<file path="config.mk">
export PLATFORM = sky130hd
export DESIGN_NAME = norm_round_unit
export DESIGN_NICKNAME = d
export VERILOG_FILES = /design/src/rtl/nru_pkg.sv /design/src/rtl/nru_lead_zero.sv /design/src/rtl/nru_shift_right.sv /design/src/rtl/nru_rotate_left.sv /design/src/rtl/norm_round_unit.sv
export SDC_FILE = /design/constraint.sdc
export NUM_CORES = 1
export LEC_CHECK = 0
export CAP_MARGIN = 40
export CORE_UTILIZATION = 50
export CTS_BUF_LIST = sky130_fd_sc_hd__clkbuf_8
export CTS_CLUSTER_SIZE = 28
export DETAILED_ROUTE_END_ITERATION = 10
export DONT_BUFFER_PORTS = 1
export PLACE_DENSITY_LB_ADDON = 0.12
export SKIP_CTS_REPAIR_TIMING = 1
export SYNTH_ARGS = -nofsm -noshare
export SYNTH_HDL_FRONTEND = slang
export SYNTH_SLANG_ARGS = --single-unit
</file>
<file path="constraint.sdc">
create_clock -name clk -period 2.7 [get_ports clk]
set_input_delay 0.135 -clock clk [delete_from_list [all_inputs] [get_ports clk]]
set_output_delay 0.135 -clock clk [all_outputs]
set_load 0.01 [all_outputs]
</file>
<file path="src/rtl/nru_pkg.sv">
package nru_pkg;

    localparam int DATA_W = 16;
    localparam int CNT_W  = $clog2(DATA_W);

    typedef enum logic [1:0] {
        OP_PRIOR = 2'b00,
        OP_SHR   = 2'b01,
        OP_ROL   = 2'b10,
        OP_PASS  = 2'b11
    } nru_op_e;

    typedef struct packed {
        logic [DATA_W-1:0] data;
        logic              c;
        logic              v;
        logic              z;
    } nru_res_t;

    function automatic nru_res_t nru_pack(input logic [DATA_W-1:0] d,
                                          input logic c, input logic v);
        nru_res_t r;
        r.data = d;
        r.c    = c;
        r.v    = v;
        r.z    = (d == '0);
        return r;
    endfunction

    localparam nru_res_t NRU_RESET = '{data: '0, c: 1'b0, v: 1'b0, z: 1'b1};

endpackage

</file>
<file path="src/rtl/nru_lead_zero.sv">
module nru_lead_zero #(
    parameter int W  = 16,
    parameter int CW = $clog2(W)
) (
    input  logic [W-1:0]  opnd,
    output logic [CW-1:0] lz
);
    logic found;

    always_comb begin
        lz    = '0;
        found = 1'b0;
        for (int i = W - 1; i >= 0; i--) begin
            if (!found && opnd[i]) begin
                lz    = CW'(W - 1 - i);
                found = 1'b1;
            end
        end
    end

    // A nonzero word must hold a one at the position the count points to.
    always_comb begin
        if (opnd != '0)
            AST_PRIOR_MSB_HIT: assert (opnd[W-1-int'(lz)] == 1'b1);
    end

endmodule

</file>
<file path="src/rtl/nru_shift_right.sv">
module nru_shift_right #(
    parameter int W  = 16,
    parameter int CW = $clog2(W)
) (
    input  logic [W-1:0]  opnd,
    input  logic [CW-1:0] amt,
    output logic [W-1:0]  shifted,
    output logic          carry,
    output logic          sticky
);
    logic [W-1:0] below_mask;

    always_comb begin
        shifted = opnd >> amt;
        if (amt == '0) begin
            carry      = 1'b0;
            below_mask = '0;
        end else begin
            carry      = opnd[amt - CW'(1)];
            below_mask = (W'(1) << (amt - CW'(1))) - W'(1);
        end
        sticky = |(opnd & below_mask);
    end

    always_comb begin
        if (amt < CW'(2))
            AST_SHR_SHORT_NO_STICKY: assert (sticky == 1'b0);
    end

endmodule

</file>
<file path="src/rtl/nru_rotate_left.sv">
module nru_rotate_left #(
    parameter int W  = 16,
    parameter int CW = $clog2(W)
) (
    input  logic [W-1:0]  opnd,
    input  logic [CW-1:0] amt,
    output logic [W-1:0]  rotated,
    output logic          carry
);
    logic [2*W-1:0] doubled;

    always_comb begin
        doubled = {opnd, opnd} << amt;
        rotated = doubled[2*W-1:W];
        if (amt == '0)
            carry = 1'b0;
        else
            carry = opnd[W - int'(amt)];
    end

    always_comb begin
        if (amt != '0)
            AST_ROL_CARRY_WRAPS: assert (carry == rotated[0]);
    end

endmodule

</file>
<file path="src/rtl/norm_round_unit.sv">
module norm_round_unit
    import nru_pkg::*;
(
    input  logic                clk,
    input  logic                rst,
    input  logic                en,
    input  logic [1:0]          op,
    input  logic [DATA_W-1:0]   operand,
    input  logic [CNT_W-1:0]    count,
    output logic [DATA_W-1:0]   result,
    output logic                flag_c,
    output logic                flag_v,
    output logic                flag_z
);
    nru_op_e           op_sel;
    logic [CNT_W-1:0]  lz_cnt;
    logic [DATA_W-1:0] shr_data, rol_data;
    logic              shr_c, shr_v, rol_c;
    nru_res_t          nxt, cur;

    assign op_sel = nru_op_e'(op);

    nru_lead_zero #(.W(DATA_W), .CW(CNT_W)) u_lz (
        .opnd (operand),
        .lz   (lz_cnt)
    );

    nru_shift_right #(.W(DATA_W), .CW(CNT_W)) u_shr (
        .opnd    (operand),
        .amt     (count),
        .shifted (shr_data),
        .carry   (shr_c),
        .sticky  (shr_v)
    );

    nru_rotate_left #(.W(DATA_W), .CW(CNT_W)) u_rol (
        .opnd    (operand),
        .amt     (count),
        .rotated (rol_data),
        .carry   (rol_c)
    );

    always_comb begin
        unique case (op_sel)
            OP_PRIOR: nxt = nru_pack(DATA_W'(lz_cnt), 1'b0, 1'b0);
            OP_SHR:   nxt = nru_pack(shr_data, shr_c, shr_v);
            OP_ROL:   nxt = nru_pack(rol_data, rol_c, 1'b0);
            default:  nxt = nru_pack(operand, 1'b0, 1'b0);
        endcase
    end

    always_ff @(posedge clk) begin
        if (rst)
            cur <= NRU_RESET;
        else if (en)
            cur <= nxt;
    end

    assign result = cur.data;
    assign flag_c = cur.c;
    assign flag_v = cur.v;
    assign flag_z = cur.z;

    AST_HOLD_WHEN_IDLE: assert property (@(posedge clk) disable iff (rst)
        !en |=> ($stable(result) && $stable(flag_c) && $stable(flag_v) && $stable(flag_z)));
    AST_ROL_NO_STICKY: assert property (@(posedge clk) disable iff (rst)
        (en && op == 2'b10) |=> !flag_v);
    AST_Z_TRACKS_RESULT: assert property (@(posedge clk) disable iff (rst)
        1'b1 |=> (flag_z == (result == '0)));
    AST_SHR_ZERO_COUNT: assert property (@(posedge clk) disable iff (rst)
        (en && op == 2'b01 && count == '0) |=>
            (result == $past(operand) && !flag_c && !flag_v));
    AST_PRIOR_RANGE: assert property (@(posedge clk) disable iff (rst)
        (en && op == 2'b00) |=> (result < DATA_W && !flag_c && !flag_v));
    AST_PASS_THROUGH: assert property (@(posedge clk) disable iff (rst)
        (en && op == 2'b11) |=> (result == $past(operand)));

endmodule

</file>
==> run_results.csv, run 1 <==
group,metric,value,unit
route,drtAntennaViolNets,0,
clock_tree,clk_path_buf_depth,2,
synthesis,yosysUniqueCellTypes,62,
worst_setup_path,worstPathBufferInverterCount,2,
outcome,status,"finished clean",
power_and_ir_drop,final_power,1.09,mW
synthesis,yosys.area.top_type,"sky130_fd_sc_hd__mux4_2",
synthesis,synthXorXnorAreaFrac,1.62,%
global_routing,overflow,0,
timing,post-route-period-util,83.2,%
synthesis,synthCells,471,
route,wl_per_cell,24.2,um
timing,final_max_slew_viol_count,0,
synthesis,ys_async_sr_fraction,0,%
synthesis,yosys.area_share.adder,1.98,%
route,routed_wirelength,12.8,mm
worst_setup_path,critPathRequiredTime,2.85,ns
worst_setup_path,crit_path_top_delay_cell,"sky130_fd_sc_hd__o31ai_4",
die,vertical_die_dimension,89.1,um
timing,timing.final.setup_violations,0,
placement,dp.final_hpwl,8.43,mm
power_and_ir_drop,power.density,286,mW/mm^2
layout,register_area,380,um^2
clock_tree,cts-buffers-inserted,3,
global_routing,antenna_found_initial,0,
clock_tree,tritoncts_num_sinks,19,
worst_setup_path,cp_slowest_stage_delay,0.36,ns
clock_tree,clkSlewWorstSetupHoldPaths,0.06,ns
synthesis,dominantRegCellSynth,"sky130_fd_sc_hd__dfxtp_1",
synthesis,synth.net_count,502,
die,num_io_pins,44,
timing,max_slew_margin,52.6,%
timing,timing.fmax,0.445,GHz
timing,final_period_minus_worst_setup_slack,2.25,ns
timing,rsz_0062_raised_after_global_routing,"no",
synthesis,synth-warning-count,0,
timing,finalWorstSetupSlack,0.454,ns
placement,dpl.cell_count,521,
worst_setup_path,setup.worst_path.class,"input port to register",
route,drt_iter0_drc,537,
layout,post_route_cells_drive_above_1_share,18.9,%
placement,place_congestion,0.977,
placement,detailedPlace.worstSlack,0.245,ns
placement,buffers_added_on_ports,0,
worst_setup_path,endpoint_kind,"register",
clock_tree,tritoncts,"built",
worst_hold_path,hp-start,"en",
worst_setup_path,worst_path_maximum_fanout,55,
timing,fin_tns_setup,0,ns
timing,worstMarginPinSlew,0.706,ns
synthesis,synth_simple_gate_area_share,21.0,%
global_routing,grt_pass1_wl,19.6,mm
synthesis,synthesis_stage_register_bit_count,19,
route,drt_drc_violations_left,0,
die,fp-row-count,31,
synthesis,synth_enable_flop_cells,0,
worst_setup_path,timing.critical_path.arrival,2.40,ns
layout,utilization,52.4,%
synthesis,post_synth_main_area_contributors,"sky130_fd_sc_hd__mux4_2 20%, sky130_fd_sc_hd__dfxtp_1 10%, sky130_fd_sc_hd__mux2i_1 6.6%",
layout,finalNonFillerCells,528,
synthesis,synth.yosys.seq_area_share,10.0,%
synthesis,post_synth.cell_area_avg,8.05,um^2
synthesis,yosysTopAreaCellShare,19.6,%
synthesis,synthesis.area,0.00379,mm^2
synthesis,synth.area.mux_share,32.8,%
worst_setup_path,timing.critical_path.max_delay_family,"compound AO/OA/AOI/OAI gates",
timing,clock_tree_skew_after_final_layout,0,ns
route,firstDrtPassIters,5,
global_routing,grt_pass1_vias,3583,
layout,areaGrowthSynthToFinish,0.825,%
worst_setup_path,regToRegStartpoint,"flag_v",
global_routing,global_route.usage.total,32.6,%
worst_setup_path,worst_setup_path_start_kind,"input port",
route,num_vias,3913,
die,floorplan.initialDensity,52.0,%
die,floorplan.die_area,0.00793,mm^2
worst_setup_path,crit_path_cell_trace,"inv_2, ha_1, or2_2, o31ai_4, nand2_1, ha_2, inv_1, a41oi_2, and3_1, o211ai_1, a31oi_1, a311oi_1",
global_routing,grt_max_degree,56,
clock_tree,cts_htree_levels,1,
power_and_ir_drop,max-vdd-ir-drop,154,uV
power_and_ir_drop,power_leakage,1.30,nW
clock_tree,ctsRootBufferMaster,"sky130_fd_sc_hd__clkbuf_8",
die,die-width,89.1,um
layout,finish.net_count,461,
synthesis,synth_compound_area_share,25.8,%
synthesis,combinational_family_with_the_most_area_after_synthesis,"multiplexers",
clock_tree,clock_network_latency_to_the_later_pin_of_the_worst_skew_pair,0.24,ns
layout,multi_input_area,0.00317,mm^2
flow_run,maxCapViolCount,0,
die,coreArea,0.00729,mm^2
timing,finalHoldViolations,0,
route,avgViaCountPerCell,7.41,
worst_setup_path,worstSetupStartpoint,"count[0]",
layout,antenna_cells,0,
worst_hold_path,worstHoldPathType,"input port to register",
layout,fill_cells,745,
[power breakdown]
group          switching, mW  internal (mW)
clock network         0.0858          0.102
logic                  0.287          0.295
registers             0.0228          0.302
[flip-flops by register name, indices dropped and copies added, names as in the netlist]
| name | flops |
|---|---|
| result | 16 |
| flag_c | 1 |
| flag_v | 1 |
| flag_z | 1 |
[worst register-to-register path: stages, from the launching register on]
cell and delay, ns:
sky130_fd_sc_hd__dfxtp_1 0.34, sky130_fd_sc_hd__nor2b_1 0.17, sky130_fd_sc_hd__a21oi_1 0.12, sky130_fd_sc_hd__o2111ai_1 0.11
sky130_fd_sc_hd__a211oi_1 0.21, sky130_fd_sc_hd__and4_1 0.21, sky130_fd_sc_hd__a311oi_1 0.08
[worst paths after layout]
path | to | slack, ns | depth (start not counted)
worst max register to register | flag_v | 1.30 | 6
worst min-delay path | result[0] | 0.04 | 2
worst max-delay path | flag_v | 0.45 | 12
worst min register to register | flag_c | 0.52 | 2
[area by class of cell]
| type | count | area share, % |
|---|---|---|
| Tap cell | 99 | 3.24 |
| Sequential cell | 19 | 9.95 |
| Clock buffer | 3 | 1.08 |
| Multi-Input combinational cell | 391 | 82.9 |
| Clock inverter | 1 | 0.131 |
| Inverter | 5 | 0.524 |
| Timing Repair Buffer | 10 | 2.16 |
[placed cells by master, fill, tap and decap left out, types with 9 or more instances in the layout]
master and count:
sky130_fd_sc_hd__nor2_1 55, sky130_fd_sc_hd__nand2_1 33, sky130_fd_sc_hd__mux4_2 33, sky130_fd_sc_hd__mux2i_1 25
sky130_fd_sc_hd__mux2_2 22, sky130_fd_sc_hd__o21ai_0 22, sky130_fd_sc_hd__dfxtp_1 19, sky130_fd_sc_hd__a21oi_1 18
sky130_fd_sc_hd__nor2b_1 14, sky130_fd_sc_hd__nand2b_1 13, sky130_fd_sc_hd__a211oi_1 13, sky130_fd_sc_hd__o211ai_1 13
sky130_fd_sc_hd__o22ai_1 11, sky130_fd_sc_hd__nand3_1 9
[cell families after synthesis]
kind of cell,Yosys count
XOR/XNOR,7
buffers and inverters,61
flip-flops,19
adder cells (fa/ha/maj),6
AO/OA/AOI/OAI,138
AND/OR/NAND/NOR,160
multiplexers,80
[layer usage]
layer	part of all wire, %	track usage, %
met3	12	6.83
met1	43	47.3
met5	0	0
met4	1.9	9.96
met2	44	48.7
[metrics by stage]
step	instance area (um^2)	hold WS, ns
2_1_floorplan	3820	0.392
3_3_place_gp	3740	0.206
3_5_place_dp	3740	0.208
4_1_cts	3790	-0.0619
5_1_grt	3820	0.0500
6_report	3820	0.0447
[Yosys cell counts, drive strengths merged, types with 3 or more instances]
master,instances
a211o,3
a211oi,13
a21o,4
a21oi,18
a222oi,4
a22oi,7
a311oi,5
a31oi,3
buf,20
clkbuf,36
dfxtp,19
ha,6
inv,3
mux2,22
mux2i,25
mux4,33
nand2,33
nand2b,13
nand3,9
nand4,4
nor2,55
nor2b,14
nor3,6
nor4,8
o211ai,13
o21a,3
o21ai,22
o21bai,3
o221ai,5
o22ai,11
o31ai,7
or2,4
xnor2,4
xor2,3
Note: power is estimated with default switching activity, not from simulation.
==> inputs of run 2 (changes only) <==
Settings changed: ABC_AREA set to 1.
Clock period 2.7 ns to 2.06 ns, I/O delays scaled along.
==> run 2 against run 1 <==
  * The run now ends with negative hold slack left
  * Setup slack worse by 0.27 ns
  * Clock-buffer cell count unchanged
  * Sequential cell count unchanged
  * Critical endpoint is now result[2]
  * Largest cell class unchanged
==> run_results.csv, run 2 <==
group,metric,value,unit
outcome,status,"finished, violations left",
outcome,violated_checks,"negative hold slack",
worst_hold_path,hp-start,"en",
clock_tree,clock_network_latency_to_the_later_pin_of_the_worst_skew_pair,0.25,ns
timing,final_period_minus_worst_setup_slack,1.88,ns
placement,buffers_added_on_ports,0,
synthesis,synth.yosys.seq_area_share,10.7,%
clock_tree,tritoncts_num_sinks,19,
worst_setup_path,worst_setup_path_start_kind,"input port",
route,drt_drc_violations_left,0,
synthesis,yosys.area.top_type,"sky130_fd_sc_hd__nand2_1",
worst_setup_path,timing.critical_path.mode_cell,"sky130_fd_sc_hd__o21ai_0",
global_routing,grt_max_degree,43,
worst_setup_path,ff2ff_setup_slack,1.31,ns
route,met1Wirelength,5.69,mm
route,wl_per_cell,17.8,um
global_routing,global_route.usage.total,35.7,%
timing,timing.fmax,0.533,GHz
synthesis,synth.net_count,689,
die,num_io_pins,44,
timing,max_slew_margin,58.0,%
route,firstDrtPassIters,5,
route,routed_wl_met2,5.85,mm
die,fp-row-count,30,
timing,clock_tree_skew_after_final_layout,0,ns
placement,dp.final_hpwl,10.4,mm
global_routing,overflow,0,
synthesis,synth_enable_flop_cells,0,
clock_tree,clk_path_buf_depth,2,
global_routing,grt_pass1_wl,20.8,mm
synthesis,post_synth.cell_area_avg,5.41,um^2
die,die-width,86.4,um
timing,final_max_slew_viol_count,0,
die,vertical_die_dimension,86.4,um
worst_setup_path,worstPathBufferInverterCount,1,
worst_setup_path,timing.critical_path.max_delay_family,"compound AO/OA/AOI/OAI gates",
timing,worstMarginPinSlew,0.623,ns
timing,rsz_0062_raised_after_global_routing,"no",
clock_tree,ctsRootBufferMaster,"sky130_fd_sc_hd__clkbuf_8",
route,highest_layer,"met4",
timing,hold-worst-slack,-0.00217,ns
synthesis,synthCells,658,
layout,largest_register_ff_count,16,
worst_setup_path,regToRegStartpoint,"result[14]",
worst_setup_path,crit_path_top_delay_cell,"sky130_fd_sc_hd__o21ai_0",
worst_setup_path,critPathRequiredTime,2.24,ns
route,num_vias,4530,
placement,place_congestion,0.993,
clock_tree,cts_htree_levels,1,
route,avgViaCountPerCell,6.11,
synthesis,synthesis_stage_register_bit_count,19,
layout,final_common_cell,"sky130_fd_sc_hd__nand2_1",
worst_setup_path,worst_path_maximum_fanout,7,
worst_setup_path,endpoint_kind,"register",
timing,fin_tns_setup,0,ns
clock_tree,cts-buffers-inserted,3,
synthesis,synthesis.area,0.00356,mm^2
die,coreArea,0.00683,mm^2
synthesis,post_synth_most_frequent_cells,"176 x sky130_fd_sc_hd__nand2_1, 82 x sky130_fd_sc_hd__o21ai_0, 64 x sky130_fd_sc_hd__nor2_1",
power_and_ir_drop,power_leakage,1.70,nW
power_and_ir_drop,power.density,390,mW/mm^2
synthesis,synth-warning-count,0,
layout,finish.net_count,677,
flow_run,maxCapViolCount,0,
timing,timing.final.setup_violations,0,
synthesis,yosysUniqueCellTypes,44,
worst_setup_path,crit_path_cell_trace,"inv_1, o21ai_0, mux2i_1, o21ai_0, or2_2, o21ai_0, o211ai_1, o21ai_0, a21oi_1",
route,routed_wirelength,13.2,mm
power_and_ir_drop,max-vdd-ir-drop,280,uV
synthesis,ys_async_sr_fraction,0,%
route,drt_iter0_drc,443,
worst_setup_path,cp_slowest_stage_delay,0.48,ns
layout,post_route_cells_drive_above_1_share,11.2,%
global_routing,antenna_found_initial,0,
die,floorplan.die_area,0.00746,mm^2
layout,layout_common_cells,"175 x sky130_fd_sc_hd__nand2_1, 82 x sky130_fd_sc_hd__o21ai_0, 62 x sky130_fd_sc_hd__nor2_1",
global_routing,grt_pass1_vias,4022,
layout,areaGrowthSynthToFinish,4.81,%
clock_tree,clkSlewWorstSetupHoldPaths,0.07,ns
worst_setup_path,timing.critical_path.arrival,2.06,ns
worst_hold_path,worstHoldPathType,"input port to register",
route,met3WireLength,1.23,mm
timing,post-route-period-util,91.2,%
worst_setup_path,setup.worst_path.class,"input port to register",
layout,antenna_cells,0,
synthesis,yosysTopAreaCellShare,18.6,%
worst_setup_path,worstSetupStartpoint,"operand[12]",
synthesis,dominantRegCellSynth,"sky130_fd_sc_hd__dfxtp_1",
die,floorplan.initialDensity,52.1,%
clock_tree,tritoncts,"built",
synthesis,yosysMostFrequentCell,"sky130_fd_sc_hd__nand2_1",
timing,finalHoldViolations,1,
synthesis,post_synth_main_area_contributors,"sky130_fd_sc_hd__nand2_1 19%, sky130_fd_sc_hd__o21ai_0 12%, sky130_fd_sc_hd__dfxtp_1 11%",
route,drtAntennaViolNets,0,
-- run 2: cell types whose count changed after synthesis, sizes merged, moves of 8 or more --
cell and delta:
nand2b -13, nor4 -8, inv +64, clkbuf -16
mux2i -17, a21oi +34, mux4 -33, nor2 +18
o21ai +66, nor2b -14, a211oi -12, mux2 -22
nand2 +153, nand3 +41
-- run 2: cells by family after synthesis --
logic type / share of synthesized area (%)
flops: 10.7
compound gates: 30.0
buf+inv: 12.6
fa+ha+maj: 2.11
simple gates: 42.3
mux: 2.25
-- run 2: final timing paths --
path / cells after the start / end
worst max-delay path: 9 / result[2]
worst min-delay path: 2 / result[11]
worst max register to register: 2 / result[14]
worst min register to register: 2 / result[11]
-- run 2: cell type report --
class | count | area [um^2]
multi-input combinational | 535 | 2780
inverter | 68 | 260
tap | 96 | 120
timing repair buffer | 19 | 148
clock buffer | 3 | 41.3
clock inverter | 1 | 3.75
sequential | 19 | 380
fill | 763 | 3100
-- run 2: power by group --
group	internal, mW	leakage, nW	switching (mW)
clock	0.133	0.0269	0.128
sequential	0.392	0.156	0.0272
combinational	0.267	1.51	0.509
total	0.791	1.70	0.665
-- run 2: per-stage QoR --
step	utilization [%]	cell area [um^2]	power, mW	cells	worst slack [ns]
floorplan	-	3620	1.04	658	0.00115
global placement	53.7	3670	1.17	735	0.120
detailed placement	53.7	3670	1.17	735	0.0374
CTS	54.3	3710	1.43	739	0.310
global route	54.6	3730	1.56	741	0.0742
finish	54.6	3730	1.46	741	0.182
-- run 2: routing by layer --
layer,track usage (%),vias up
met1,49.9,2056
li1,-,2188
met4,12.9,0
met3,5.14,39
met5,0,-
met2,55.8,247
